--- src/rtl/spi_gw_pkg.sv ---
package spi_gw_pkg;

   typedef enum logic [2:0] {
      ST_IDLE,
      ST_LEAD,
      ST_HIGH,
      ST_LOW,
      ST_TAIL,
      ST_GAP
   } fr_state_t;

   // nanoseconds to whole clock cycles, rounded up
   function automatic int ns_to_cyc(input int ns, input int per_ns);
      if (ns <= 0) return 0;
      return (ns + per_ns - 1) / per_ns;
   endfunction

   function automatic int imax(input int a, input int b);
      return (a > b) ? a : b;
   endfunction

endpackage

--- src/rtl/spi_gw_framer.sv ---
module spi_gw_framer
   import spi_gw_pkg::*;
#(
   parameter int DW         = 8,
   parameter int N_LEAD     = 2,
   parameter int N_HIGH     = 6,
   parameter int N_LOW      = 6,
   parameter int N_TAIL     = 8,
   parameter int N_GAP      = 20,
   parameter int CAPTURE_EN = 1
) (
   input  logic          clk,
   input  logic          rst_n,
   input  logic          cmd_valid,
   input  logic [DW-1:0] cmd_data,
   output logic          cmd_ready,
   output logic          busy,
   output logic          cs_n,
   output logic          sck,
   output logic          si,
   input  logic          so,
   output logic [DW-1:0] rx_data,
   output logic          rx_done
);

   localparam int NMAX = imax(imax(imax(N_LEAD, N_HIGH), imax(N_LOW, N_TAIL)), N_GAP);
   localparam int CW   = $clog2(NMAX + 1);
   localparam int BW   = $clog2(DW);
   localparam logic [BW-1:0] LAST_BIT = BW'(DW - 1);

   fr_state_t     st;
   logic [CW-1:0] cnt;
   logic [BW-1:0] bitn;
   logic [DW-1:0] shreg;
   logic          tick;
   logic          fall_stb;
   logic          last_fall;

   assign tick      = (cnt == '0);
   assign cmd_ready = (st == ST_IDLE);
   assign busy      = (st != ST_IDLE);
   assign fall_stb  = (st == ST_HIGH) && tick;
   assign last_fall = fall_stb && (bitn == LAST_BIT);

   always_ff @(posedge clk or negedge rst_n) begin
      if (!rst_n) begin
         st    <= ST_IDLE;
         cnt   <= '0;
         bitn  <= '0;
         shreg <= '0;
         cs_n  <= 1'b1;
         sck   <= 1'b0;
         si    <= 1'b0;
      end else begin
         case (st)
            ST_IDLE: begin
               if (cmd_valid) begin
                  shreg <= cmd_data;
                  cs_n  <= 1'b0;
                  cnt   <= CW'(N_LEAD - 1);
                  st    <= ST_LEAD;
               end
            end
            ST_LEAD: begin
               if (tick) begin
                  sck   <= 1'b1;
                  si    <= shreg[DW-1];
                  shreg <= {shreg[DW-2:0], 1'b0};
                  bitn  <= '0;
                  cnt   <= CW'(N_HIGH - 1);
                  st    <= ST_HIGH;
               end else begin
                  cnt <= cnt - 1'b1;
               end
            end
            ST_HIGH: begin
               if (tick) begin
                  sck <= 1'b0;
                  if (bitn == LAST_BIT) begin
                     cnt <= CW'(N_TAIL - 1);
                     st  <= ST_TAIL;
                  end else begin
                     cnt <= CW'(N_LOW - 1);
                     st  <= ST_LOW;
                  end
               end else begin
                  cnt <= cnt - 1'b1;
               end
            end
            ST_LOW: begin
               if (tick) begin
                  sck   <= 1'b1;
                  si    <= shreg[DW-1];
                  shreg <= {shreg[DW-2:0], 1'b0};
                  bitn  <= bitn + 1'b1;
                  cnt   <= CW'(N_HIGH - 1);
                  st    <= ST_HIGH;
               end else begin
                  cnt <= cnt - 1'b1;
               end
            end
            ST_TAIL: begin
               if (tick) begin
                  cs_n <= 1'b1;
                  si   <= 1'b0;
                  cnt  <= CW'(N_GAP - 1);
                  st   <= ST_GAP;
               end else begin
                  cnt <= cnt - 1'b1;
               end
            end
            ST_GAP: begin
               if (tick) begin
                  st <= ST_IDLE;
               end else begin
                  cnt <= cnt - 1'b1;
               end
            end
            default: st <= ST_IDLE;
         endcase
      end
   end

   generate
      if (CAPTURE_EN != 0) begin : g_cap
         logic [DW-2:0] rx_sh;
         logic [DW-1:0] rx_next;
         assign rx_next = {rx_sh, so};
         always_ff @(posedge clk or negedge rst_n) begin
            if (!rst_n) begin
               rx_sh   <= '0;
               rx_data <= '0;
               rx_done <= 1'b0;
            end else begin
               rx_done <= 1'b0;
               if (fall_stb) begin
                  rx_sh <= rx_next[DW-2:0];
                  if (last_fall) begin
                     rx_data <= rx_next;
                     rx_done <= 1'b1;
                  end
               end
            end
         end
      end else begin : g_nocap
         assign rx_data = '0;
         assign rx_done = 1'b0;
      end
   endgenerate

endmodule

--- src/rtl/spi_gw_intgate.sv ---
module spi_gw_intgate #(
   parameter int N_INT = 800
) (
   input  logic clk,
   input  logic rst_n,
   input  logic cs_n,
   input  logic int_start,
   input  logic int_stop,
   output logic int_hold
);

   localparam int CW = $clog2(N_INT + 1);
   localparam logic [CW-1:0] SAT = CW'(N_INT);

   logic [CW-1:0] since_cs;
   logic          pend;
   logic          allowed;

   assign allowed = cs_n && (since_cs == SAT);

   // cycles since chip select was released, saturating; met out of reset
   always_ff @(posedge clk or negedge rst_n) begin
      if (!rst_n)               since_cs <= SAT;
      else if (!cs_n)           since_cs <= '0;
      else if (since_cs != SAT) since_cs <= since_cs + 1'b1;
   end

   always_ff @(posedge clk or negedge rst_n) begin
      if (!rst_n) begin
         int_hold <= 1'b0;
         pend     <= 1'b0;
      end else if (int_stop) begin
         int_hold <= 1'b0;
         pend     <= 1'b0;
      end else if (int_hold) begin
         pend <= 1'b0;
      end else if (int_start || pend) begin
         if (allowed) begin
            int_hold <= 1'b1;
            pend     <= 1'b0;
         end else begin
            pend <= 1'b1;
         end
      end
   end

endmodule

--- src/rtl/spi_gw_settle.sv ---
module spi_gw_settle
   import spi_gw_pkg::*;
#(
   parameter int N_RISE = 2000,
   parameter int N_FALL = 2000
) (
   input  logic clk,
   input  logic rst_n,
   input  logic lvl,
   output logic rise_ok,
   output logic fall_ok
);

   localparam int NMAX = imax(N_RISE, N_FALL);
   localparam int CW   = $clog2(NMAX + 1);
   localparam logic [CW-1:0] SAT    = CW'(NMAX);
   localparam logic [CW-1:0] RISE_N = CW'(N_RISE);
   localparam logic [CW-1:0] FALL_N = CW'(N_FALL);

   logic          lvl_q;
   logic [CW-1:0] age;

   always_ff @(posedge clk or negedge rst_n) begin
      if (!rst_n) begin
         lvl_q <= 1'b0;
         age   <= SAT;
      end else if (lvl != lvl_q) begin
         lvl_q <= lvl;
         age   <= '0;
      end else if (age != SAT) begin
         age <= age + 1'b1;
      end
   end

   assign rise_ok = lvl && lvl_q && (age >= RISE_N);
   assign fall_ok = !lvl && !lvl_q && (age >= FALL_N);

endmodule

--- src/rtl/spi_gated_writer.sv ---
module spi_gated_writer
   import spi_gw_pkg::*;
#(
   parameter int CLK_PERIOD_NS  = 10,
   parameter int FRAME_BITS     = 8,
   parameter int CS_TO_RISE_NS  = 10,
   parameter int CS_TO_FALL_NS  = 80,
   parameter int SCK_HIGH_NS    = 60,
   parameter int SCK_LOW_NS     = 60,
   parameter int SETUP_NS       = 20,
   parameter int HOLD_NS        = 10,
   parameter int LAST_TO_CS_NS  = 80,
   parameter int FRAME_GAP_NS   = 200,
   parameter int CS_TO_INT_NS   = 8000,
   parameter int INT_SETTLE_NS  = 20000,
   parameter int HOLD_SETTLE_NS = 20000,
   parameter int CAPTURE_EN     = 1
) (
   input  logic                  clk,
   input  logic                  rst_n,
   input  logic                  cmd_valid,
   input  logic [FRAME_BITS-1:0] cmd_data,
   output logic                  cmd_ready,
   output logic                  busy,
   input  logic                  int_start,
   input  logic                  int_stop,
   output logic                  cs_n,
   output logic                  sck,
   output logic                  si,
   input  logic                  so,
   output logic                  int_hold,
   output logic                  integ_valid,
   output logic                  hold_valid,
   output logic [FRAME_BITS-1:0] rx_data,
   output logic                  rx_done
);

   // setup is covered by the high phase, hold by the low phase
   localparam int N_HIGH = imax(1, imax(ns_to_cyc(SCK_HIGH_NS, CLK_PERIOD_NS),
                                        ns_to_cyc(SETUP_NS, CLK_PERIOD_NS)));
   localparam int N_LOW  = imax(1, imax(ns_to_cyc(SCK_LOW_NS, CLK_PERIOD_NS),
                                        ns_to_cyc(HOLD_NS, CLK_PERIOD_NS)));
   localparam int N_LEAD = imax(1, imax(ns_to_cyc(CS_TO_RISE_NS, CLK_PERIOD_NS),
                                        ns_to_cyc(CS_TO_FALL_NS, CLK_PERIOD_NS) - N_HIGH));
   localparam int N_TAIL = imax(1, ns_to_cyc(LAST_TO_CS_NS, CLK_PERIOD_NS));
   localparam int N_GAP  = imax(1, ns_to_cyc(FRAME_GAP_NS, CLK_PERIOD_NS));
   localparam int N_INT  = imax(1, ns_to_cyc(CS_TO_INT_NS, CLK_PERIOD_NS));
   localparam int N_ISET = imax(1, ns_to_cyc(INT_SETTLE_NS, CLK_PERIOD_NS));
   localparam int N_HSET = imax(1, ns_to_cyc(HOLD_SETTLE_NS, CLK_PERIOD_NS));

   generate
      if (CLK_PERIOD_NS < 1) begin : g_bad_period
         $error("CLK_PERIOD_NS must be positive");
      end
      if (FRAME_BITS < 2) begin : g_bad_width
         $error("FRAME_BITS must be at least 2");
      end
      if (CAPTURE_EN != 0 && CAPTURE_EN != 1) begin : g_bad_cap
         $error("CAPTURE_EN must be 0 or 1");
      end
   endgenerate

   spi_gw_framer #(
      .DW         (FRAME_BITS),
      .N_LEAD     (N_LEAD),
      .N_HIGH     (N_HIGH),
      .N_LOW      (N_LOW),
      .N_TAIL     (N_TAIL),
      .N_GAP      (N_GAP),
      .CAPTURE_EN (CAPTURE_EN)
   ) u_framer (
      .clk       (clk),
      .rst_n     (rst_n),
      .cmd_valid (cmd_valid),
      .cmd_data  (cmd_data),
      .cmd_ready (cmd_ready),
      .busy      (busy),
      .cs_n      (cs_n),
      .sck       (sck),
      .si        (si),
      .so        (so),
      .rx_data   (rx_data),
      .rx_done   (rx_done)
   );

   spi_gw_intgate #(
      .N_INT (N_INT)
   ) u_gate (
      .clk       (clk),
      .rst_n     (rst_n),
      .cs_n      (cs_n),
      .int_start (int_start),
      .int_stop  (int_stop),
      .int_hold  (int_hold)
   );

   spi_gw_settle #(
      .N_RISE (N_ISET),
      .N_FALL (N_HSET)
   ) u_settle (
      .clk     (clk),
      .rst_n   (rst_n),
      .lvl     (int_hold),
      .rise_ok (integ_valid),
      .fall_ok (hold_valid)
   );

endmodule

--- config.mk ---
export PLATFORM = sky130hd
export DESIGN_NAME = spi_gated_writer
export DESIGN_NICKNAME = d
export VERILOG_FILES = /design/src/rtl/spi_gw_pkg.sv /design/src/rtl/spi_gw_framer.sv /design/src/rtl/spi_gw_intgate.sv /design/src/rtl/spi_gw_settle.sv /design/src/rtl/spi_gated_writer.sv
export SDC_FILE = /design/constraint.sdc
export NUM_CORES = 1
export LEC_CHECK = 0
export BUFFER_PORTS_ARGS = -buffer_cell sky130_fd_sc_hd__clkbuf_2
export CORE_UTILIZATION = 45
export CTS_BUF_LIST = sky130_fd_sc_hd__clkbuf_4 sky130_fd_sc_hd__clkbuf_8
export DETAILED_ROUTE_END_ITERATION = 10
export PLACE_DENSITY = 0.63
export SETUP_SLACK_MARGIN = 0.02
export SYNTH_ARGS = -nofsm -noshare
export SYNTH_HDL_FRONTEND = slang
export SYNTH_SLANG_ARGS = --single-unit
--- constraint.sdc ---
create_clock -name clk -period 5.2 [get_ports clk]
set_clock_uncertainty 0.2 [all_clocks]
set_input_delay 0.26 -clock clk [delete_from_list [all_inputs] [get_ports clk]]
set_output_delay 0.26 -clock clk [all_outputs]
set_load 0.01 [all_outputs]
==> results of run 1 <==
[through the flow]
step | util [%] | setup WS, ns
2_1_floorplan | - | 2.62
3_3_place_gp | 50.6 | 2.16
3_5_place_dp | 50.6 | 2.06
4_1_cts | 54.9 | 2.04
5_1_grt | 54.9 | 1.88
6_report | 54.9 | 2.06
[sequential cells by signal, summed over array words and instances, names as in the netlist, 3 cells and up]
name                  cells
u_settle.age             11
u_framer.rx_data          8
u_framer.cnt              5
u_gate.since_cs          10
u_framer.shreg            8
u_framer.st               3
u_framer.bitn             3
u_framer.g_cap.rx_sh      7
[area by class of cell]
| cell class | count | area (sq um) | share of cell area (%) |
|---|---|---|---|
| inverter | 15 | 56.3 | 1.59 |
| multi-input combinational | 199 | 1380 | 39.0 |
| tap | 77 | 96.3 | 2.72 |
| clock buffer | 10 | 131 | 3.70 |
| timing repair buffer | 36 | 205 | 5.78 |
| clock inverter | 6 | 110 | 3.10 |
| sequential | 62 | 1560 | 44.1 |
[Yosys cell counts, drive strengths merged, types with 2 or more instances]
cell	count	area share, %
and4	2	0.57
clkbuf	8	0.98
mux2i	8	2.6
nand4	5	1.0
mux2	15	6.5
or3	2	0.41
nor2	17	2.1
a22oi	2	0.49
nand2	29	3.6
a21oi	9	1.5
a31o	2	0.57
o21ai	20	3.3
inv	15	1.8
nand2b	4	0.82
nand3b	2	0.49
nor4	3	1.1
xnor2	13	3.7
dfrtp	52	43
nor2b	3	0.61
buf	3	0.66
nor3	7	1.1
and2	11	2.3
nor4b	3	0.86
nor3b	2	0.49
ha	9	3.7
xor2	3	0.86
or4b	2	0.66
dfstp	10	8.6
and3	3	0.61
nand3	9	1.5
or4	2	0.49
[logic make-up after synthesis]
group / Yosys count
AO/OA/AOI/OAI: 44
AND/OR/NAND/NOR: 107
flip-flops: 62
adder cells (fa/ha/maj): 9
buffers and inverters: 26
XOR/XNOR: 16
multiplexers: 23
[path summary, 6_finish.rpt]
check                                                    from                              end
worst max-delay path              u_framer.cnt[0]$_DFFE_PN0P_  u_framer.rx_data[2]$_DFFE_PN0P_
worst max register to register    u_framer.cnt[0]$_DFFE_PN0P_  u_framer.rx_data[2]$_DFFE_PN0P_
max in group asynchronous                               rst_n      u_framer.cnt[2]$_DFFE_PN0P_
worst min register to register  u_framer.shreg[4]$_DFFE_PN0P_    u_framer.shreg[4]$_DFFE_PN0P_
worst min-delay path                              cmd_data[2]    u_framer.shreg[2]$_DFFE_PN0P_
min in group asynchronous                               rst_n      u_settle.age[3]$_DFFE_PN0P_
[per-layer routing]
layer	GRT usage (%)	up-vias	share of wire, %
li1	-	1077	-
met1	22.1	1041	48
met2	26.6	43	45
met3	4.03	14	3.7
met4	9.86	0	2.7
met5	0	-	0
[power by group through the flow]
stage / Sequential, W / Combinational [W] / Clock [W]
3_3_place_gp: 0.000543 / 0.0000798 / 0
2_1_floorplan: 0.000537 / 0.0000571 / 0
4_1_cts: 0.000535 / 0.0000862 / 0.000521
3_5_place_dp: 0.000543 / 0.0000831 / 0
5_1_grt: 0.000539 / 0.000102 / 0.000542
6_report: 0.000534 / 0.0000846 / 0.000504
[cell usage in the layout, fill, tap and decap left out, drive strengths merged, types with 3 or more instances in the layout]
| master | n |
|---|---|
| a21oi | 9 |
| and2 | 11 |
| and3 | 3 |
| bufinv | 3 |
| clkbuf | 40 |
| dfrtp | 52 |
| dfstp | 10 |
| dlygate4sd3 | 4 |
| ha | 9 |
| inv | 15 |
| mux2 | 15 |
| mux2i | 8 |
| nand2 | 29 |
| nand2b | 4 |
| nand3 | 9 |
| nand4 | 5 |
| nor2 | 17 |
| nor2b | 3 |
| nor3 | 7 |
| nor4 | 3 |
| nor4b | 3 |
| o21ai | 20 |
| xnor2 | 13 |
| xor2 | 3 |
[critical path, delay by kind of cell, from the launching register on]
family                     cells  cell delay, ns
and+or+nand+nor                3            1.70
DFF                            1            0.41
muxes                          1            0.35
adders and majority gates      1            0.24
buffers and inverters          1            0.13
==> impl_metrics.toml, run 1 <==
[floorplanning]
dieHeight_microns = 84.4
ios = 31
die_w_microns = 84.4
start_util_pct = 47.3
num_rows = 29
core_area_sq_mm = 0.00646
dieArea_sq_mm = 0.00712

[cts]
post-cts-setup-buffer-count = 0
clock-root-buffer = "clkbuf_8"
cts.sinks = 62
cts-resized-gates = 0
cts_buffers = 9
ctsHoldBuffers = 4
h-tree-depth = 3
worstSkewPairLatency_ns = 0.33
clockBufferDepth = 2
cts_tree = "built"
clkTransAtPathRegs_ns = 0.07

[grt]
first_global_vias = 2148
grt_pass1_wl_microns = 9580
grt_max_degree = 63
grt_usage_pct = 17.1
antenna_found_initial = 0
gr-total-overflow = 0

[power]
total_leakage_power_nw = 1.69
p_int_w = 0.000869
vdd_drop_max_mv = 0.200
power.switching_w = 0.000253
power.density_mw_per_mm2 = 316
netSwitchingFraction_pct = 22.6
finalPower_w = 0.00112
power.share.clock_pct = 44.9
p_comb_share_pct = 7.5
pwr-share-seq_pct = 47.6

[layout]
stdcell_count = 405
fillers = 566
drive_above_1_share_pct = 23.5
final_cell_area_sq_mm = 0.00355
diodes = 0
synthToLayoutAreaGrowth_pct = 16.1
nNetsFinal = 346

[worst_setup_path]
endpoint_kind = "flip-flop"
worst_ep_arrival_time_ns = 3.16
crit_chain = "inv_1 > ha_1 > or4b_1 > nor4_4 > and2_1 > mux2_4"
cp_slowest_cell = "or4b_1"
critPathMaxFanout = 10
r2r_cells = 6
critPathKind = "reg2reg"
reg2reg_slack_ns = 2.06
cp-start-kind = "flip-flop"
critPathMaxStageDelay_ns = 0.62
critical_path_required_ns = 5.22

[timing]
finalSetupTns_ns = 0
hold_violations = 0
max_freq_ghz = 0.318
hold_ws_ns = 0.0228
maxSlewHeadroom_pct = 29.7
slew_viol_final = 0
finalCritPeriodShare_pct = 60.4
tightest_slew_ns = 1.06
setup_violations = 0
min_period_ns = 3.14
rsz0062_at_grt = "no"

[route]
first_pass_iters = 7
drt-wirelength-per-cell_microns = 13.4
drtIter0Drc = 125
ant_nets = 0
drc = 2
routed_wl_microns = 5420
vias = 2175
avgViaCountPerCell = 5.37

[synthesis]
synth-compound-area-share_pct = 8.89
yosysWarnings = 0
synth_nets = 310
avgSynthCellArea_sq_um = 10.6
synth_fa_ha_area_share_pct = 3.69
yosys.area_share.xor_xnor_pct = 4.59
synth.area.mux_share_pct = 9.14
seq_area_frac_synth_pct = 51.2
synthSimpleGateAreaFrac_pct = 19.0
ys.flop_type = "dfrtp_1"
synth_top_family_by_area = "simple AND/OR/NAND/NOR gates"
synth_cell_type_count = 48
syn-cell-area_sq_mm = 0.00305
synthCells = 287
ys_async_sr_fraction_pct = 100
ys_ff_latch = 62
synth-edff-count = 0

[placement]
hpwl_microns = 3600
gp_congestion = 0.784
dpl.cell_count = 385
placed_area_sq_mm = 0.00327
io_buffer_count = 30

[run_status]
status = "finished with violations"
violations = "DRC"

[flow_run]
timing.max_cap.violations = 0

[worst_hold_path]
worstHoldPathCells = 3
hp-class = "in2reg"
(Power assumes the default switching activity.)
==> run 2, diff against run 1 <==
==> constraint.sdc (replaced) <==
create_clock -name clk -period 3 [get_ports clk]
set_clock_uncertainty 0.2 [all_clocks]
set_input_delay 0.15 -clock clk [delete_from_list [all_inputs] [get_ports clk]]
set_output_delay 0.15 -clock clk [all_outputs]
set_load 0.01 [all_outputs]
==> run 2 against run 1 <==
Against the previous run: sequential cell count did not move; sequential power is 73% higher; clock-buffer cell count increased by 2; cell count rose by 3.0%; critical path depth is 1 higher; largest power group unchanged; critical path type unchanged; the run still ends with DRC left; combinational power rose by 86%; register-to-register slack lost 1.6 ns; power increased by 55%; worst hold slack better by 0.025 ns; cell area grew 1.5%; fmax grew 22%.
==> impl_metrics.toml, run 2 (synthesized netlist as in run 1, its figures left out) <==
[route]
drtIter0Drc = 82
drt-wirelength-per-cell_microns = 13.0
highest_layer = "met4"
first_pass_iters = 7
ant_nets = 0
wl_met2_microns = 2470
vias = 2165
wl_met3_microns = 150
wl_met1_microns = 2700
avgViaCountPerCell = 5.19
routed_wl_microns = 5420
drc = 4

[grt]
antenna_found_initial = 0
first_global_vias = 2166
gr-total-overflow = 0
grt_max_degree = 63
grt_pass1_wl_microns = 9740
grt_usage_pct = 17.2

[cts]
cts_tree = "built"
h-tree-depth = 3
clkTransAtPathRegs_ns = 0.07
cts_buffers = 9
clock-root-buffer = "clkbuf_8"
worstSkewPairLatency_ns = 0.33
clockBufferDepth = 2
cts.sinks = 62
post-cts-setup-buffer-count = 0

[timing]
maxSlewHeadroom_pct = 33.3
min_period_ns = 2.57
finalSetupTns_ns = 0
rsz0062_at_grt = "no"
setup_violations = 0
timing.final.ws_setup_ns = 0.430
finalCritPeriodShare_pct = 85.7
tightest_slew_ns = 1.00
slew_viol_final = 0
max_freq_ghz = 0.389
hold_violations = 0

[worst_setup_path]
worst_ep_arrival_time_ns = 2.58
critPathMaxStageDelay_ns = 0.61
endpoint_kind = "flip-flop"
critPathMaxFanout = 10
critical_path_required_ns = 3.01
cp-start-kind = "flip-flop"
critPathKind = "reg2reg"
cp_slowest_cell = "or4b_1"
crit_chain = "inv_1 > ha_1 > or4b_1 > nor4_4 > and2_1 > buf_4 > mux2_4"

[floorplanning]
dieArea_sq_mm = 0.00712
die_w_microns = 84.4
core_area_sq_mm = 0.00646
num_rows = 29
dieHeight_microns = 84.4
ios = 31
start_util_pct = 47.3

[layout]
final_cell_mix = "dfrtp_1 (52), clkbuf_2 (30), nand2_1 (29)"
layout.cells.most_common = "dfrtp_1"
nNetsFinal = 358
largest_reg_flops = 11
regMostFlops = "u_settle.age"
diodes = 0
synthToLayoutAreaGrowth_pct = 17.9
drive_above_1_share_pct = 23.5
final_cell_area_sq_mm = 0.00360
reg_top3 = "u_settle.age (11), u_gate.since_cs (10)"

[worst_hold_path]
hp-class = "in2reg"

[run_status]
status = "finished with violations"
violations = "DRC"

[power]
total_leakage_power_nw = 1.73
power.density_mw_per_mm2 = 482
vdd_drop_max_mv = 0.300

[placement]
hpwl_microns = 3540
gp_congestion = 0.825
io_buffer_count = 30
placed_area_sq_mm = 0.00329
pre_cts_ws_ns = 0.446

[flow_run]
timing.max_cap.violations = 0
==> run 2: cell count changes in the layout (fill, tap and decap cells not counted), sizes merged <==
cell         delta
buf             +3
bufinv          -3
clkbuf          +2
clkinv          +2
clkinvlp        -1
dlygate4sd3     +9
==> run 2: repair_timing <==
item,in CTS,in global routing
resized for setup,0,0
hold buffers,13,0
endpoints found under the hold margin,65,0
==> run 2: routing by layer <==
| layer | track usage, % | vias up |
|---|---|---|
| met2 | 27.3 | 32 |
| met4 | 8.78 | 0 |
| met1 | 22.5 | 1028 |
| met5 | 0 | - |
| met3 | 3.54 | 6 |
| li1 | - | 1099 |
==> run 2: layout make-up <==
type | instances | area (sq um)
clock buffers | 12 | 159
clock inverters | 4 | 22.5
fillers | 598 | 2860
inverters | 15 | 56.3
multi-input cells | 199 | 1380
flip-flops and latches | 62 | 1560
well taps | 77 | 96.3
repair buffers | 48 | 318
==> run 2: final timing paths <==
kind,from,to,slack (ns),depth (start not counted)
max in group asynchronous,rst_n,u_framer.rx_data[2]$_DFFE_PN0P_,1.76,3
worst min register to register,u_framer.shreg[6]$_DFFE_PN0P_,u_framer.shreg[6]$_DFFE_PN0P_,0.28,2
worst max-delay path,u_framer.cnt[0]$_DFFE_PN0P_,u_framer.rx_data[2]$_DFFE_PN0P_,0.43,7
min in group asynchronous,rst_n,u_framer.st[1]$_DFFE_PN0P_,0.30,3
worst min-delay path,int_start,u_gate.int_hold$_DFF_PN0_,0.05,4
worst max register to register,u_framer.cnt[0]$_DFFE_PN0P_,u_framer.rx_data[2]$_DFFE_PN0P_,0.43,7
==> run 2: stage by stage <==
stage	utilization, %	instances	hold WS, ns	power (W)
final	55.7	417	0.0475	0.00174
after global routing	55.7	417	0.0548	0.00183
after CTS	55.7	417	0.0364	0.00177
after detailed placement	50.9	388	0.154	0.00108
after global placement	50.9	388	0.153	0.00108
after floorplan	-	287	-0.346	0.00103
==> run 2: report_power, final <==
| part | leakage (nW) | switching (W) | total, W | internal [W] |
|---|---|---|---|---|
| Clock | 0.0956 | 0.000304 | 0.000654 | 0.000350 |
| Sequential | 0.786 | 0.0000442 | 0.000926 | 0.000881 |
| Combinational | 0.843 | 0.0000820 | 0.000157 | 0.0000754 |
==> run 2: critical path, delay by kind of cell (launching register included) <==
kind,cells,cell delay (ns)
AND/OR/NAND/NOR,3,0.98
adder cells (fa/ha/maj),1,0.23
multiplexers,1,0.31
buffers and inverters,2,0.33
flip-flops,1,0.40
==> run 3, diff against run 2 <==
--- a/config.mk
+++ b/config.mk
@@ -9,7 +9,7 @@
 export CORE_UTILIZATION = 45
 export CTS_BUF_LIST = sky130_fd_sc_hd__clkbuf_4 sky130_fd_sc_hd__clkbuf_8
 export DETAILED_ROUTE_END_ITERATION = 10
-export PLACE_DENSITY = 0.63
+export PLACE_DENSITY = 0.67
 export SETUP_SLACK_MARGIN = 0.02
 export SYNTH_ARGS = -nofsm -noshare
 export SYNTH_HDL_FRONTEND = slang
==> run 3 against run 2 <==
Against the previous run: largest power group unchanged; highest routed layer unchanged; the run still ends with DRC left; setup slack got worse by 0.13 ns; sequential power barely moved; non-clock buffer count is 1 higher; cell area increased by 0.38%; critical path depth stayed put; largest cell class unchanged; combinational power barely moved; core utilization rose by 0.21 points; via count grew 0.51%; critical endpoint is now u_framer.rx_data[5]$_DFFE_PN0P_; register-to-register slack lost 0.13 ns; clock power fell by 2%; sequential share of layout area shrank 0.17 points.
==> impl_metrics.toml, run 3 (synthesized netlist as in run 1, its figures left out) <==
[cts]
worstSkewPairLatency_ns = 0.34
cts-resized-gates = 0
clkTransAtPathRegs_ns = 0.08
post-cts-setup-buffer-count = 0
cts.sinks = 62
cts_tree = "built"
h-tree-depth = 3
clock-root-buffer = "clkbuf_8"
clockBufferDepth = 2
cts_buffers = 9

[grt]
first_global_vias = 2172
grt_max_degree = 40
grt_usage_pct = 17.2
antenna_found_initial = 0
gr-total-overflow = 0
grt_pass1_wl_microns = 9680

[layout]
reg_top3 = "u_settle.age (11), u_gate.since_cs (10)"
fillers = 569
diodes = 0
largest_reg_flops = 11
nNetsFinal = 359
regMostFlops = "u_settle.age"
final_util_pct = 55.9
final_cell_mix = "dfrtp_1 (52), clkbuf_2 (30), nand2_1 (29)"
drive_above_1_share_pct = 23.8
synthToLayoutAreaGrowth_pct = 18.3
layout.cells.most_common = "dfrtp_1"

[power]
power.density_mw_per_mm2 = 476
pwr-share-seq_pct = 53.7
vdd_drop_max_mv = 0.346
power.share.clock_pct = 37.1
total_leakage_power_nw = 1.72
netSwitchingFraction_pct = 27.1
power.switching_w = 0.000466
p_int_w = 0.00126
p_comb_share_pct = 9.1

[timing]
hold_ws_ns = 0.0470
setup_violations = 0
max_freq_ghz = 0.371
finalCritPeriodShare_pct = 89.9
rsz0062_at_grt = "no"
hold_violations = 0
tightest_slew_ns = 0.969
slew_viol_final = 0
finalSetupTns_ns = 0
min_period_ns = 2.70
maxSlewHeadroom_pct = 35.4

[floorplanning]
dieArea_sq_mm = 0.00712
num_rows = 29
ios = 31
dieHeight_microns = 84.4
start_util_pct = 47.3
die_w_microns = 84.4
core_area_sq_mm = 0.00646

[worst_setup_path]
critPathMaxStageDelay_ns = 0.60
crit_chain = "inv_1 > ha_1 > or4b_1 > nor4_4 > and2_1 > buf_12 > mux2_4"
endpoint_kind = "flip-flop"
critical_path_required_ns = 3.02
critPathKind = "reg2reg"
reg2reg_from = "u_framer.cnt[0]$_DFFE_PN0P_"
cp-start-kind = "flip-flop"
critPathLaunch = "u_framer.cnt[0]$_DFFE_PN0P_"
cp_slowest_cell = "or4b_1"
critPathMaxFanout = 7
worst_ep_arrival_time_ns = 2.72

[placement]
io_buffer_count = 30
hpwl_microns = 3730
gp_congestion = 0.830

[route]
drtIter0Drc = 91
drt-wirelength-per-cell_microns = 13.2
routed_wl_microns = 5510
first_pass_iters = 8
vias = 2176
drc = 2
ant_nets = 0
avgViaCountPerCell = 5.21

[flow_run]
timing.max_cap.violations = 0

[worst_hold_path]
hp-class = "in2reg"
min_from = "int_start"

[run_status]
status = "finished with violations"
violations = "DRC"
==> run 3: cell count changes in the layout (fill, tap and decap cells not counted) <==
cell,before,now
clkinv_4,0,3
clkbuf_8,11,9
clkinvlp_4,1,2
clkinv_2,3,2
clkbuf_4,1,0
buf_12,0,1
==> run 3: power groups by stage <==
stage               clock network, W  logic [W]  registers [W]
finish                      0.000639   0.000157       0.000925
global route                0.000696   0.000184       0.000934
CTS                         0.000659   0.000162       0.000925
detailed placement                 0   0.000147       0.000941
global placement                   0   0.000141       0.000940
floorplan                          0  0.0000989       0.000931
==> run 3: layout make-up <==
type                            instances  area, sq um  area share [%]
Sequential cell                        62         1560            43.3
Tap cell                               77         96.3            2.67
Clock inverter                          7         51.3            1.42
Clock buffer                            9          124            3.43
Multi-Input combinational cell        199         1380            38.3
Timing Repair Buffer                   49          338            9.35
Inverter                               15         56.3            1.56
==> run 3: final timing paths <==
path | depth (start not counted) | slack, ns | to
min reg2reg | 2 | 0.28 | u_framer.shreg[2]$_DFFE_PN0P_
max in group asynchronous | 3 | 2.04 | u_settle.age[8]$_DFFE_PN1P_
max | 7 | 0.30 | u_framer.rx_data[5]$_DFFE_PN0P_
min | 4 | 0.05 | u_gate.int_hold$_DFF_PN0_
min in group asynchronous | 3 | 0.13 | u_framer.cnt[2]$_DFFE_PN0P_
max reg2reg | 7 | 0.30 | u_framer.rx_data[5]$_DFFE_PN0P_
==> run 3: critical path: cells and delay by family (launching register included) <==
| kind | cells | cell delay (ns) |
|---|---|---|
| simple gates | 3 | 1.12 |
| flops | 1 | 0.42 |
| buf+inv | 2 | 0.30 |
| mux | 1 | 0.29 |
| fa+ha+maj | 1 | 0.24 |
==> run 3: repair_timing <==
action / CTS / global route
hold buffers: 13 / 0
endpoints found under the setup margin: 0 / 0
endpoints found under the hold margin: 72 / 0
==> run 3: layer usage <==
layer  wire length [microns]  up-vias  track usage, %
met1                    2610     1024            21.2
met4                      59        0            4.16
met3                     202        5            6.10
li1                        -     1101               -
met5                       0        -               0
met2                    2640       46            29.1
==> run 3: stage by stage <==
step | std cells | setup slack [ns] | total power [W] | area, sq um
4_1_cts | 418 | 0.321 | 0.00175 | 3610
6_report | 418 | 0.304 | 0.00172 | 3610
3_3_place_gp | 389 | 0.419 | 0.00108 | 3310
5_1_grt | 418 | 0.238 | 0.00181 | 3610
2_1_floorplan | 287 | 0.423 | 0.00103 | 3050
3_5_place_dp | 389 | 0.353 | 0.00109 | 3310
